### config.mk
export PLATFORM = sky130hd
export DESIGN_NAME = odt_window_calc
export DESIGN_NICKNAME = d
export VERILOG_FILES = /design/src/rtl/odt_window_calc.sv
export SDC_FILE = /design/constraint.sdc
export NUM_CORES = 1
export LEC_CHECK = 0
export ABC_AREA = 1
export ABC_CLOCK_PERIOD_IN_PS = 2200
export BUFFER_PORTS_ARGS = -buffer_cell sky130_fd_sc_hd__buf_4
export CAP_MARGIN = 15
export CORE_UTILIZATION = 45
export DETAILED_ROUTE_END_ITERATION = 16
export PLACE_DENSITY_LB_ADDON = 0.1
export SLEW_MARGIN = 20
export SYNTH_ARGS = -nofsm -noshare
export SYNTH_HDL_FRONTEND = slang
export SYNTH_SLANG_ARGS = --single-unit
### constraint.sdc
create_clock -name clk -period 2.2 [get_ports clk]
set_clock_uncertainty 0.1 [all_clocks]
set_input_delay 0.44 -clock clk [delete_from_list [all_inputs] [get_ports clk]]
set_output_delay 0.44 -clock clk [all_outputs]
set_load 0.05 [all_outputs]
### src/rtl/odt_window_calc.sv
module odt_window_calc #(
  parameter int LANES = 4,
  localparam int LANE_W = (LANES > 1) ? $clog2(LANES) : 1
) (
  input  logic              clk,
  input  logic              rst_n,
  input  logic              start,
  input  logic [31:0]       sample_word,
  output logic              fetch_valid,
  output logic [1:0]        fetch_cs,
  output logic [LANE_W-1:0] fetch_lane,
  input  logic              fetch_ready,
  input  logic [7:0]        fetch_data,
  output logic              done,
  output logic [3:0]        odt_start,
  output logic [4:0]        odt_end,
  output logic [31:0]       odt_image
);

  typedef enum logic [1:0] {S_IDLE, S_EVAL, S_FETCH, S_FIN} st_t;

  st_t               st;
  logic [31:0]       word_q;
  logic [1:0]        cs_q;
  logic [LANE_W-1:0] lane_q;
  logic [3:0]        max_q, min_q;
  logic [1:0]        ph_q;
  logic              ph_v;

  logic [3:0] dly;
  logic       xfer, last_cs, last_lane;
  logic [1:0] ph_in;
  logic [2:0] ph_inc;
  logic [5:0] end_raw;
  logic [4:0] end_sat;
  logic [3:0] start_sat;
  logic       unused_bits;

  assign dly       = word_q[{cs_q, 3'b000} +: 4];
  assign xfer      = fetch_valid && fetch_ready;
  assign ph_in     = fetch_data[7:6];
  assign last_cs   = &cs_q;
  assign last_lane = lane_q == LANE_W'(LANES - 1);
  assign ph_inc    = {1'b0, ph_q} + 3'd1;
  assign end_raw   = {2'b00, max_q} + 6'd5 + {4'b0000, ph_inc[2:1]};
  assign end_sat   = (end_raw > 6'd31) ? 5'd31 : end_raw[4:0];
  assign start_sat = (min_q == 4'd0) ? 4'd0 : min_q - 4'd1;
  assign unused_bits = &{1'b0, fetch_data[5:0]};

  assign fetch_valid = st == S_FETCH;
  assign fetch_cs    = cs_q;
  assign fetch_lane  = lane_q;
  assign odt_image   = {11'b0, odt_end, odt_start, 12'b0};

  always_ff @(posedge clk or negedge rst_n) begin
    if (!rst_n) begin
      st        <= S_IDLE;
      word_q    <= '0;
      cs_q      <= '0;
      lane_q    <= '0;
      max_q     <= '0;
      min_q     <= 4'hF;
      ph_q      <= '0;
      ph_v      <= 1'b0;
      done      <= 1'b0;
      odt_start <= '0;
      odt_end   <= '0;
    end else begin
      done <= 1'b0;
      case (st)
        S_IDLE: if (start) begin
          word_q <= sample_word;
          cs_q   <= '0;
          max_q  <= '0;
          min_q  <= 4'hF;
          ph_v   <= 1'b0;
          st     <= S_EVAL;
        end
        S_EVAL: begin
          if (dly < min_q) min_q <= dly;
          if (dly >= max_q) begin
            if (dly == max_q) ph_v <= 1'b0;
            max_q  <= dly;
            lane_q <= '0;
            st     <= S_FETCH;
          end else if (last_cs) begin
            st <= S_FIN;
          end else begin
            cs_q <= cs_q + 2'd1;
          end
        end
        S_FETCH: if (xfer) begin
          if (!ph_v || ph_in >= ph_q) begin
            ph_q <= ph_in;
            ph_v <= 1'b1;
          end
          if (last_lane) begin
            if (last_cs) begin
              st <= S_FIN;
            end else begin
              cs_q <= cs_q + 2'd1;
              st   <= S_EVAL;
            end
          end else begin
            lane_q <= lane_q + LANE_W'(1);
          end
        end
        default: begin
          odt_start <= start_sat;
          odt_end   <= end_sat;
          done      <= 1'b1;
          st        <= S_IDLE;
        end
      endcase
    end
  end

endmodule

==> Yosys cells after proc, flatten, opt, wreduce, memory -nomap -nowiden <==
Index checks and enable logic that the tools add are counted.
{ "classes": {"addsub": 6, "n_mul": 0, "n_div": 0, "order_cmp": 4, "n_eq_ne": 14, "shifts": 1, "n_mux": 32, "n_bitwise": 0, "reduce_logical": 18} }
{ "ops": {"columns": ["operator", "n"], "rows": [
  ["32-bit by 6-bit variable part select with 4-bit output", 1],
  ["2-bit 2-to-1 mux", 14],
  ["4-bit 2-to-1 mux", 5],
  ["4-bit one-hot mux with 2 select lines", 2],
  ["2-bit != test, second input constant", 6],
  ["2-bit one-hot mux with 3 select lines", 2],
  ["3-bit AND reduction", 3],
  ["4-bit AND reduction", 2],
  ["5-bit by 2-bit adder with 6-bit output", 1],
  ["6-bit by 5-bit greater-than comparator with 1-bit output, second input constant", 1],
  ["1-bit 2-to-1 mux", 6],
  ["2-bit by 1-bit != test with 1-bit output, second input constant", 3],
  ["6-bit AND reduction", 1],
  ["4-bit by 3-bit adder with 5-bit output, second input constant", 1],
  ["5-bit 2-to-1 mux", 1],
  ["5-bit AND reduction", 1],
  ["2-bit by 1-bit adder with 2-bit output, second input constant", 2],
  ["2-bit == test, second input constant", 2],
  ["4-bit == test", 1],
  ["4-bit greater-or-equal comparator", 1],
  ["4-bit logical NOT", 1],
  ["4-bit less-than comparator", 1],
  ["2-bit one-hot mux with 2 select lines", 1],
  ["2-bit AND reduction", 2],
  ["13 further kinds", 14]
]} }
{ "totals": {"ff_bits": 59, "latchBits": 0, "ram_bits": 0, "rom_bits": 0, "inputBits": 44, "out_inout_bits": 47, "word_cells": 86, "memories": 0} }

==> Logic depth before layout (Yosys ltp) <==
Gate-level depths: netlist of the first run.
{ "logic_depth": {"ltp_word": 5, "mapped_depth": 14, "mapped_depth_nobuf": 14} }

==> Worst setup path after synthesis of the first run <==
OpenSTA, ideal clock, no wires.
{ "synth_path": {"path_type": "register to register", "start": "reg cs_q[0], in the netlist fetch_cs[0]", "end": "reg st[0]", "setup_ps": 123, "arrival_ps": 2300, "required_time_ps": 1977, "path_slack_ps": -323, "path_stages_with_launch": 14, "path_buffers": 1, "synth_period_minus_slack_ps": 2523, "cell_sequence": "dfrtp_1 buf_2 a21oi_1 o21ai_0 nand2_1 inv_1 ha_1 nand2_1 nor2_1 nor3_2 o211ai_1 o21a_1 nand2_1 o21ai_1"} }
{ "synth_via": {"elab_chain_cells": 4, "elab_cells_between_ends": 7, "cone_classes": "order compare (1); eq/ne (1); shift (1); mux (2); reduce/logical (2)"} }
{ "synth_lines": {"columns": ["item", "line_no", "text"], "rows": [
  ["start, declared", "24", "logic [1:0] cs_q;"],
  ["start signal, assigned", "89", "cs_q <= cs_q + 2'd1;"],
  ["start signal, assigned", "101", "cs_q <= cs_q + 2'd1;"],
  ["32-bit by 6-bit variable part select with 4-bit output", "39", "assign dly = word_q[{cs_q, 3'b000} +: 4];"],
  ["4-bit greater-or-equal comparator", "81", "if (dly >= max_q) begin"],
  ["3-bit != test (no source line) or 2-bit 2-to-1 mux (tied branches)", null, null],
  ["4-bit AND reduction (no source line) or 2-bit one-hot mux with 3 select lines (tied branches)", null, null],
  ["end signal, assigned", "77", "st <= S_EVAL;"],
  ["end signal, assigned", "85", "st <= S_FETCH;"],
  ["end signal, assigned", "87", "st <= S_FIN;"],
  ["end, declared", "22", "st_t st;"]
]} }
Several ways; a longest one is shown, not always the timed one.
A chain may end at the register's enable or synchronous reset.

==> Final worst setup path of the first run <==
{ "layout_path": {"start": "reg cs_q[0], in the netlist fetch_cs[0]", "end": "reg max_q[0]"} }
{ "layout_via": {"elab_chain_cells": 4, "elab_cells_between_ends": 6, "cone_classes": "order compare (1); eq/ne (1); shift (1); mux (2); reduce/logical (1)"} }
{ "layout_lines": {"columns": ["item", "line_no", "text"], "rows": [
  ["32-bit by 6-bit variable part select with 4-bit output (*)", "39", null],
  ["4-bit greater-or-equal comparator", "81", null],
  ["2-bit != test (no source line)", null, null],
  ["3-bit AND reduction (no source line)", null, null],
  ["end signal, assigned", "83", "max_q <= dly;"],
  ["end, declared", "26", "logic [3:0] max_q, min_q;"]
]} }
Every way passes the cells marked *; elsewhere a longest branch is shown, timed or not. The select of a mux whose other input is x is not followed.

==> results.md, run 1 <==
- The flow ran to the end, but the final reports show violations.
- The checks that failed: setup timing.
- Yosys attributes the largest share of cell area to dfrtp_1 (37%), buf_4 (9.5%), nand2_1 (8.8%), ha_1 (8.6%), mux2_2 (5.6%).
- The total standard cell area after synthesis is 0.00261 mm^2.
- After detailed routing, the number of remaining DRC violations is 0.
- The maximum vdd ir drop is 0.000822 V.
- Headroom to the max-slew limit came out at 63.4%.
- Along the worst path, the maximum fanout reaches 8.
- Summed over its instances, the top area cell type makes up 37.4% of the synthesized netlist area.
- The net switching power is 2940 uW.
- The cell chosen for the clock root is clkbuf_8.
- The cell count after synthesis is 297.
- Summing the areas of all and, or, nand and nor instances in the mapped netlist gives 15.8% of the synthesized area.
- Summed over all layers, the global routing overflow is 0.
- Summing over every cut layer, the via total after detailed routing is 2031.
- Entering global routing, the biggest net connects 44 pins.
- The detail-routed via count per cell is 4.71.
- The number of library cell types mapped by synthesis is 29.
- The timing-limited maximum frequency is 0.452 GHz.
- The iteration-0 DRC count of the detailed router is 67.
- Across the run, the number of max-cap violations was 0.
- At the end of routability-driven placement, the weighted congestion stood at just under 0.8.
- After global routing, the most crowded layer is met2.
- The final count of hold timing violations was 0.
- At the end of the flow, the number of nets in the layout was 421.
- The initial antenna violation count is 0.
- The CTS tree is yes.
- The clock share of power is 8.6%.
- The detailed-placement wirelength estimate is 3640 um.
- In the synthesized netlist, mux cells make up 5.99% of the area.
- The sequential share of power is 24.1%.
- The synthesized netlist devotes 9.40% of its cell area to adder and majority cells.
- For the worst-skew pair, the clock arrives at the later sink with an insertion delay of 0.30 ns.
- The post-detailed-routing wire length is 5030 um.
- The number of top-level design ports is 91.
- Net switching is 49.0% of the power.
- STA puts the critical path data required time at 2.31 ns.
- The number of nets still failing antenna checks after routing is 0.
- For this run, the number of standard cells in the final layout without fillers is about 430.
- After synthesis, the largest family of logic cells by area is buffers and inverters.
- The antenna diode instance count is 0.
- The compound-gate portion of the synthesized area is 11.1%.
- In this run the static leakage power is between 0.0015 and 0.002 uW.
- The share of total power in combinational logic is roughly two thirds.
- For met1 alone, demand over resource in global routing was 23.6%.
- The internal power summed over all cells is 3060 uW.
- The number of pins with negative max-slew slack in the final report is 0.
- The yosys synthesis warning count is 0.
- In this run the mean area of a mapped cell was about 9 um^2.
- The post-route core utilization is 60.5%.
- Yosys mapped a number of flops with a built-in enable equal to 0.
- The initial utilization of the core area, before any placement, comes to about 47%.
- The floorplan core area is approximately 0.0055 mm^2.
- After layout, the worst setup slack is -0.0115 ns.
- The post-route clock period utilization is 101%.
- The power density over the cells is 1790 mW/mm^2.
- The total number of H-tree levels is 2.
- The total of flip-flops plus latches after synthesis is 43.
- TritonCTS created 5 clock buffers.
- The path type of the worst min-delay path is input pin to async pin.
- The count of endpoints failing setup in the final report is 4.
- The count of standard-cell rows is 27.
- Compared with the post-synthesis result, the final layout area differs by 28.3%.
- The global routing usage on met2 is 30.7%.
- The deepest clock path buffer count is 2.
- The vertical extent of the die is 78.2 um.
- Among all flip-flop cells after synthesis, the most frequent one is dfrtp_1.
- The most common cell after layout, fill and taps aside is buf_4.
- Setup repair after global routing could not meet its margin everywhere.
- The critical path is of the flop to flop type.
- Counting I/O delays and the setup requirement, the final critical path takes 2.21 ns.
- Input and output buffers added on the ports amount to 45.
- In the final routed layout, each cell accounts on average for 11.7 um.
- The async set-or-reset flop fraction in the synthesized netlist is 100%.
- The first-pass GRT wire length is 8640 um.
- The number of sinks on the clock net is 43.
- The share of layout cells above drive strength 1 is 42.6%.
- The met3 routing resource usage after global routing is under 10%.
- The floorplan step set the die width to 78.2 um.
- Summing the areas of all xor and xnor instances in the mapped netlist gives 0% of the synthesized area.
- Clock-pin slew was measured on the worst setup and hold paths at 0.09 ns.
- In the layout the commonest cells are buf_4 (69), nand2_1 (44), dfrtp_1 (37), inv_1 (28), conb_1 (23).
- The sequential share of the synthesized area is 41.4%.
- The type of origin of the critical path is a flop.
- The total placed cells including tap cells is 415.
- The number of global-route vias before repair was roughly 1900.
- The slew of the pin with the lowest slew margin is 0.550 ns.
- The die covers 0.00611 mm^2.
- The arrival time at the worst endpoint is 2.32 ns.
- dfrtp_1 takes more of the synthesized area than any other cell.
- The global routing usage summed across all routing layers is 18.0%.
- The type of destination of the critical path is a flop.
- For this run, the detailed router's first-pass iteration total came to 4.
- The worst hold slack is 0.0213 ns.
## layout make-up
type / count / area [um^2]
tap: 72 / 90.1
inverter: 34 / 135
fill: 509 / 2190
timing repair buffer: 72 / 552
sequential: 43 / 1080
clock inverter: 3 / 23.8
clock buffer: 5 / 68.8
multi-input combinational: 202 / 1400
## cells in the mapped netlist, types with 3 or more instances
master	count
inv_1	33
nand2_1	61
nand2_2	4
nand3_1	12
buf_2	4
o211ai_1	3
mux2_2	13
dfrtp_1	39
nor2_1	16
dfstp_2	4
buf_4	33
o21ai_0	21
ha_1	18
a21oi_1	13
o31ai_1	6
## registers in the layout (all words and copies together) (netlist names)
name and count:
done 1, fetch_cs 2, fetch_lane 2, max_q 4
min_q 4, odt_end 5, odt_start 4, ph_q 2
ph_v 1, st 2, word_q 16
## logic make-up (layout without fill, tap and decap cells)
kind of cell | count (synthesis) | after routing
buffers and inverters | 74 | 114
and+or+nand+nor | 97 | 97
muxes | 14 | 14
DFF | 43 | 43
adders and majority gates | 19 | 19
other | 1 | 23
AOI/OAI and AO/OA | 49 | 49
## critical path, cell delays in order, from the launching register on
cell and delay, ns:
dfrtp_2 0.44, buf_6 0.15, a21oi_2 0.10, o21ai_1 0.08
nand2_2 0.08, inv_2 0.06, ha_4 0.28, nand2_4 0.06
o211ai_1 0.30, buf_4 0.21, nand2_8 0.07, o31ai_2 0.18
## final timing paths
path | from | to | slack [ns] | depth (start not counted)
min in group clk | sample_word[11] | word_q[11] | 0.26 | 2
hold / removal | rst_n | odt_end[1] | 0.02 | 1
max in group asynchronous | rst_n | fetch_cs[1] | 1.58 | 1
hold reg to reg | min_q[3] | min_q[3] | 0.38 | 2
setup reg to reg | fetch_cs[0] | max_q[0] | -0.01 | 11
setup / recovery | fetch_cs[0] | max_q[0] | -0.01 | 11
## power by group through the flow
stage	registers, uW	clock network [uW]	logic [uW]
6_report	1450	518	4040
5_1_grt	1510	562	4460
4_1_cts	1450	534	3810
3_5_place_dp	1480	0	3370
3_3_place_gp	1460	0	3320
2_1_floorplan	1740	0	2290
## metrics by stage
step,total power [uW],setup WS [ns],TNS [ns],area (um^2)
finish,6000,-0.0115,-0.0251,3350
global placement,4780,-0.0748,-0.274,3010
global route,6530,-0.124,-0.896,3350
CTS,5790,-0.0309,-0.0320,3280
floorplan,4020,-0.120,-0.395,2750
detailed placement,4840,-0.0981,-0.478,3010
## layer usage
metal	wire, um	up-vias	part of all wire [%]
met3	229	6	4.6
met4	52	0	1.0
met5	0	-	0
met1	2270	939	45
li1	-	1032	-
met2	2480	54	49
## timing repair
item,in CTS,in global routing
buffers inserted,9,0
endpoints found under the setup margin,8,15
resized for setup,28,20
pin swaps,13,15
hold buffers,0,0
No activity file was read; power rests on OpenSTA's default activity.
==> inputs of run 2 (changes only) <==
- CORE_MARGIN: unset -> 4
- CORE_UTILIZATION: 45 -> 47
- CTS_BUF_LIST: unset -> sky130_fd_sc_hd__clkbuf_8
- HOLD_SLACK_MARGIN: unset -> 0.02
==> results.md, run 2 (same netlist as run 1, synthesis figures left out) <==
- The top cell types in the final layout, fill and taps aside, are buf_4 (74), nand2_1 (48), dfrtp_1 (37), inv_1 (30), conb_1 (23).
- The iteration-0 DRC count of the detailed router is 86.
- The total of max-cap violations is 0.
- The time the worst path needs with I/O delays and setup is about 2.2 ns.
- The count of endpoints failing setup in the final report is 0.
- The clock-pin slew reported for the worst setup and hold paths after clock tree synthesis is 0.09 ns.
- The share of total power in combinational logic is 65.7%.
- The net switching share of the total power is around 48%.
- The vertical extent of the die is a little over 80 um.
- The internal power summed over all cells is 3150 uW.
- In this run the worst hold path is classified as input pin to async pin.
- The final count of hold timing violations is 0.
- The startpoint of the lowest-slack register-to-register path is fetch_cs[0].
- STA puts the critical path data required time at about 2.3 ns.
- The detailed-placement wirelength estimate is between 3000 and 4000 um.
- The wire length per cell after detailed routing is 11.9 um.
- The die covers between 0.006 and 0.007 mm^2.
- The detail-routed via count per cell is 4.71.
- In this run the number of H-tree levels came out at 2.
- VDD sags by at most 0.000765 V.
- At the pin with the least slew margin, the transition time is 0.540 ns.
- The floorplan step defined a core boundary enclosing 0.00524 mm^2.
- Walking the worst path, the cells encountered are buf_6 > a21oi_2 > o21ai_1 > nand2_2 > inv_2 > ha_4 > nand2_4 > nor2_4 > nor3_2 > o211ai_1 > buf_4 > nand2_8 > o31ai_4.
- Along the worst path, the maximum fanout reaches 8.
- The slack of the critical path is approximately 0.0019 ns.
- The most common cell after layout, fill and taps aside is buf_4.
- Setup slack on the worst reg-to-reg path comes out at 0.002 ns.
- The type of destination of the critical path is a flop.
- The routability congestion estimate from global placement is 0.821.
- The count of buffers from port buffering is between 40 and 50.
- The number of top-level design ports is 91.
- The clock net in this run drives a total of 43 sinks.
- The count of fill cells added during filler insertion is about 440.
- The detailed router placed 2042 vias in this run.
- TritonCTS built the clock tree.
- The tree is rooted in a clkbuf_8.
- The post-detailed-routing wire length is 5170 um.
- The finished layout holds about 430 standard cells, fillers aside.
- The initial utilization of the core area, before any placement, comes to 49.8%.
- By startpoint and endpoint, the worst setup path is classified as flop to flop.
- Hold repair after CTS inserted 0 buffers.
- After layout, the worst path uses 99.9% of the clock period.
- The area growth from synthesis to final layout is 29.6%.
- The pin count of the biggest net entering global routing is 44.
- The number of placed instances, taps included, is 411.
- The share of layout cells above drive strength 1 is 41.2%.
- The final net count is 426.
- Once detail routing completed, the nets flagged for antenna violations numbered 0.
- The number of pins with negative max-slew slack in the final report is 0.
- The arrival time at the worst endpoint is around 2.3 ns.
- The power density over the cells is 1780 mW/mm^2.
- Headroom to the max-slew limit came out at 64.0%.
- The width of the chip is 82.5 um.
- The timing startpoint of the critical path is fetch_cs[0].
- The largest registers in the layout are word_q x16, odt_end x5.
- The post-route DRC violation count is 0.
- STA classifies the critical path startpoint as a flop.
- The antenna diode instance count is 0.
- The number of global-route vias before repair is 1851.
- The cell leakage power is approximately 0.0017 uW.
- The run finished with clean final reports.
- In the final timing run, aggregate negative setup slack is 0 ns.
- The tightest hold path in the finished design has a slack of roughly 0.0090 ns.
- Before antenna repair, the detailed router went through 5 iterations.
- For the worst flop-to-flop path, the logic depth is 13.
- Prior to clock tree synthesis, the placed netlist has a worst setup slack of -0.0363 ns.
- The first global-routing pass estimated 8170 um of wire.
- The capture instance of the worst register-to-register path is max_q[0].
- The latest clock arrival within the worst-skew pair is around 0.3 ns.
- The initial antenna violation count is 0.
- The count of standard-cell rows is 26.
- Once layout is complete, the utilization of the core stands at 64.6%.
- For this run, the top clock speed supported by timing is 0.455 GHz.
- The sequential share of power is 24.0%.
- The deepest clock path buffer count is 2.
- The slowest cell on the critical path is dfrtp_2.
- The register with the most flip-flops in the final layout is word_q.
- Setup repair after global routing could not meet its margin everywhere.
- The number of flip-flops in the largest register is 16.
- The total global routing overflow is 0.
- Global routing used 15.6% of the available tracks across all layers.
- The analysis attributes to net switching a power of roughly 2900 uW.
- The largest incremental delay on the critical path is 0.43 ns.
- The clock share of power is 10.3%.
- The number of clock buffers added by TritonCTS is 5.
[run 2: cell count changes in the layout (fill, tap and decap cells not counted), sizes merged]
cell      before  now
bufinv         0    1
inv           35   34
clkinvlp       2    0
clkinv         0    2
buf           72   77
[run 2: worst max path at each step]
stage	endpoint	slack (ns)	cells past startpoint
after floorplan	st[0]	-0.12	13
after global placement	max_q[2]	-0.03	13
after global routing	max_q[0]	-0.13	13
final	max_q[0]	0.002	13
after detailed placement	max_q[2]	-0.04	13
after CTS	st[0]	0.003	15
[run 2: power by group through the flow]
stage | Sequential, uW | Combinational [uW] | Clock [uW]
after floorplan | 1740 | 2290 | 0
after global placement | 1460 | 3290 | 0
after detailed placement | 1470 | 3340 | 0
after CTS | 1430 | 3510 | 638
after global routing | 1500 | 4390 | 659
final | 1450 | 3960 | 621
[run 2: stage by stage]
stage          power, uW  cell area [um^2]
2_1_floorplan       4020              2750
3_3_place_gp        4750              3000
3_5_place_dp        4810              3000
4_1_cts             5580              3160
5_1_grt             6540              3380
6_report            6020              3380
[run 2: cell type report]
type	count	area [um^2]	area share [%]
Tap cell	70	87.6	2.59
Inverter	34	133	3.92
Multi-Input combinational cell	202	1380	40.7
Clock buffer	5	68.8	2.03
Timing Repair Buffer	77	589	17.4
Clock inverter	3	43.8	1.29
Sequential cell	43	1080	32.0
[run 2: worst max-delay path: cells and delay by family, from the launching register on]
family	cells	cell delay, ns
adders and majority gates	1	0.27
AOI/OAI and AO/OA	4	0.54
buffers and inverters	3	0.38
and+or+nand+nor	5	0.37
DFF	1	0.43
[run 2: repair_timing]
item | in CTS | in global routing
endpoints found under the setup margin | 8 | 11
buffers inserted | 5 | 10
resized for setup | 7 | 33
pin swaps | 6 | 16
[run 2: metal layers]
metal	wire, um	vias to the layer above	share of wire (%)	global-route usage (%)
met5	0	-	0	0
met4	81	0	1.6	5.39
met3	316	7	6.1	3.25
met2	2550	62	49	27.2
met1	2220	935	43	19.1
li1	-	1038	-	-
==> inputs of run 3 (changes only) <==
- BUFFER_PORTS_ARGS: -buffer_cell sky130_fd_sc_hd__buf_4 -> -buffer_cell sky130_fd_sc_hd__buf_2
==> results.md, run 3 (same netlist as run 1, synthesis figures left out) <==
- The library cells used most frequently in the layout, excluding fill and tap cells, are nand2_1 (53), buf_2 (45), dfrtp_1 (37), buf_4 (31), inv_1 (30).
- Along the worst path, the maximum fanout reaches 8.
- At the later pin of the worst-skew pair, clock insertion delay measures ~0.3 ns.
- Data on the critical path arrives at its endpoint at 2.39 ns.
- After layout, the worst setup slack is -0.0706 ns.
- The vertical extent of the die is 82.5 um.
- The checks that failed: setup timing.
- Across the run, the number of max-cap violations was 0.
- Setup violations remaining at the end of the flow were counted as 9.
- The number of detailed-routing iterations run before antenna repair is 4.
- The number of clock buffers inserted by TritonCTS is 5.
- The terminating pin of the worst hold path is word_q[27].
- The core region is between 0.005 and 0.006 mm^2.
- Port buffering added 45 buffers.
- The width of the chip is about 83 um.
- The time the worst path needs with I/O delays and setup is 2.27 ns.
- Of the cells placed in the final design, the portion with a size suffix greater than 1 is 40.2%.
- The largest registers in the layout are word_q x16, odt_end x5.
- The post-route core utilization is 63.3%.
- The worst reg-to-reg path cell count is 13.
- Dividing the detail-routed wire length by the instance count gives 12.2 um.
- The post-detailed-routing wire length is 5340 um.
- The initial standard-cell utilization of the core is between 40% and 50%.
- The startpoint of the lowest-slack hold path is sample_word[27].
- The first routing iteration left 93 violations.
- For this run the aggregate overflow at the end of global routing stands at 0.
- The number of flip-flops in the largest register is 16.
- The total vias in the final route is 2058.
- The number of global-route vias before repair is 1950.
- The CTS tree is yes.
- Broken down by cell family, the worst path's largest delay share belongs to simple AND/OR/NAND/NOR gates.
- Leaving out fill and tap cells, the most frequent cell in the layout is nand2_1.
- Clock-pin slew was measured on the worst setup and hold paths at 0.09 ns.
- The placed instances occupy a cell area of 0.00291 mm^2.
- The pin count of the biggest net entering global routing is 25.
- The placement-stage worst setup slack is -0.0723 ns.
- The type of origin of the critical path is a flop.
- The post-route DRC violation count is 0.
- The worst hold slack is 0.264 ns.
- 91 I/O pins were placed.
- The final net count is between 400 and 500.
- The area growth from synthesis to final layout is 27.0%.
- The detailed-placement wirelength estimate is 3750 um.
- The first global-routing pass estimated 8650 um of wire.
- The setup check on the worst reg-to-reg path leaves a slack of -0.07 ns.
- Setup repair after global routing could not meet its margin everywhere.
- CTS saw 43 sinks.
- The worst setup path is of the flop to flop kind.
- The run finished, with violations left.
- The number of pins with negative max-slew slack in the final report came to 0.
- Traced cell by cell, the critical path runs through buf_6 > nand2_1 > nand3_2 > nand2_2 > inv_2 > ha_4 > nand2_4 > nor2_4 > nor3_2 > o211ai_1 > buf_4 > nand2_8 > o31ai_4.
- The path type of the worst min-delay path is input pin to flop.
- The routability congestion estimate from global placement is 0.798.
- The final count of hold timing violations was 0.
- The data required time of the critical path is 2.32 ns.
- CTS placed an instance of clkbuf_8 at the clock tree root.
- The timing-limited maximum frequency is 0.440 GHz.
- The floorplan step defined a die boundary enclosing ~0.0068 mm^2.
- The longest clock path from root to sink contains 2 buffers.
- The post-route clock period utilization is 103%.
- The initial antenna violation count is 0.
- The maximum vdd ir drop is 0.000755 V.
- The count of standard-cell rows is 26.
- The detail-routed via count per cell is about 4.7.
- The repair_antennas step left the layout with diodes totalling 0.
- The total number of H-tree levels is 2.
- The slowest cell on the critical path is dfrtp_2.
- More flip-flops sit in one register than any other, and that register is word_q.
- The type of destination of the critical path is a flop.
- The startpoint of the lowest-slack register-to-register path is fetch_cs[0].
- The cell leakage power is ~0.0017 uW.
- The worst hold path stage count is 2.
- The number of nets still failing antenna checks after routing is 0.
- Power spread over the standard cell area amounts to 1850 mW/mm^2.
- The global routing usage summed across all routing layers is 16.6%.
- With fillers left out, the area of the finished cells amounts to 0.00332 mm^2.
- Together, buffers and inverters on the worst path number 3.
- On the worst path, the slowest cell contributes a delay of 0.44 ns.
- The capture instance of the worst register-to-register path is max_q[2].
==> run 3: cell count changes in the layout (fill, tap and decap cells not counted), moves of 3 or more <==
cell / previous run / this run
buf_2: 0 / 45
nand3_2: 5 / 2
nand3_1: 7 / 10
buf_4: 74 / 31
nand2_1: 48 / 53
nand2_2: 14 / 9
==> run 3: what timing repair did <==
action,4_1_cts,5_1_grt
endpoints found under the hold margin,19,0
pin swaps,7,10
hold buffers,1,0
buffers inserted,13,3
resized for setup,11,26
setup endpoints to repair,8,15
gates cloned,0,0
==> run 3: per-stage QoR <==
stage               power [uW]  cells  setup TNS [ns]
floorplan                 4020    319          -0.395
global placement          4650    413          -0.218
detailed placement        4700    413          -0.311
CTS                       5740    435         -0.0111
global route              6650    438           -1.78
finish                    6120    438          -0.425
==> run 3: final cells by class <==
type / instances / area, um^2
Clock buffer: 5 / 68.8
Clock inverter: 3 / 43.8
Fill cell: 451 / 1920
Inverter: 34 / 133
Multi-Input combinational cell: 202 / 1380
Sequential cell: 43 / 1080
Tap cell: 70 / 87.6
Timing Repair Buffer: 81 / 522
==> run 3: where the power goes <==
group | total, uW | switching (uW) | internal (uW)
Clock | 618 | 280 | 338
Combinational | 4070 | 2430 | 1640
Sequential | 1430 | 248 | 1180
Total | 6120 | 2960 | 3160
==> run 3: worst max-delay path by stage <==
stage	start	endpoint	slack, ns	depth (start not counted)
after floorplan	fetch_cs[0]	st[0]	-0.12	13
after global placement	fetch_cs[0]	max_q[2]	-0.06	13
after detailed placement	fetch_cs[0]	max_q[2]	-0.07	13
after CTS	fetch_cs[0]	max_q[0]	-0.01	13
after global routing	fetch_cs[0]	st[0]	-0.18	15
final	fetch_cs[0]	max_q[2]	-0.07	13
==> run 3: per-layer routing <==
| metal | share of wire (%) | vias to the layer above | GRT usage [%] |
|---|---|---|---|
| met2 | 49 | 64 | 28.5 |
| li1 | - | 1049 | - |
| met5 | 0 | - | 0 |
| met3 | 6.2 | 14 | 4.12 |
| met4 | 2.8 | 0 | 6.21 |
| met1 | 42 | 931 | 19.9 |
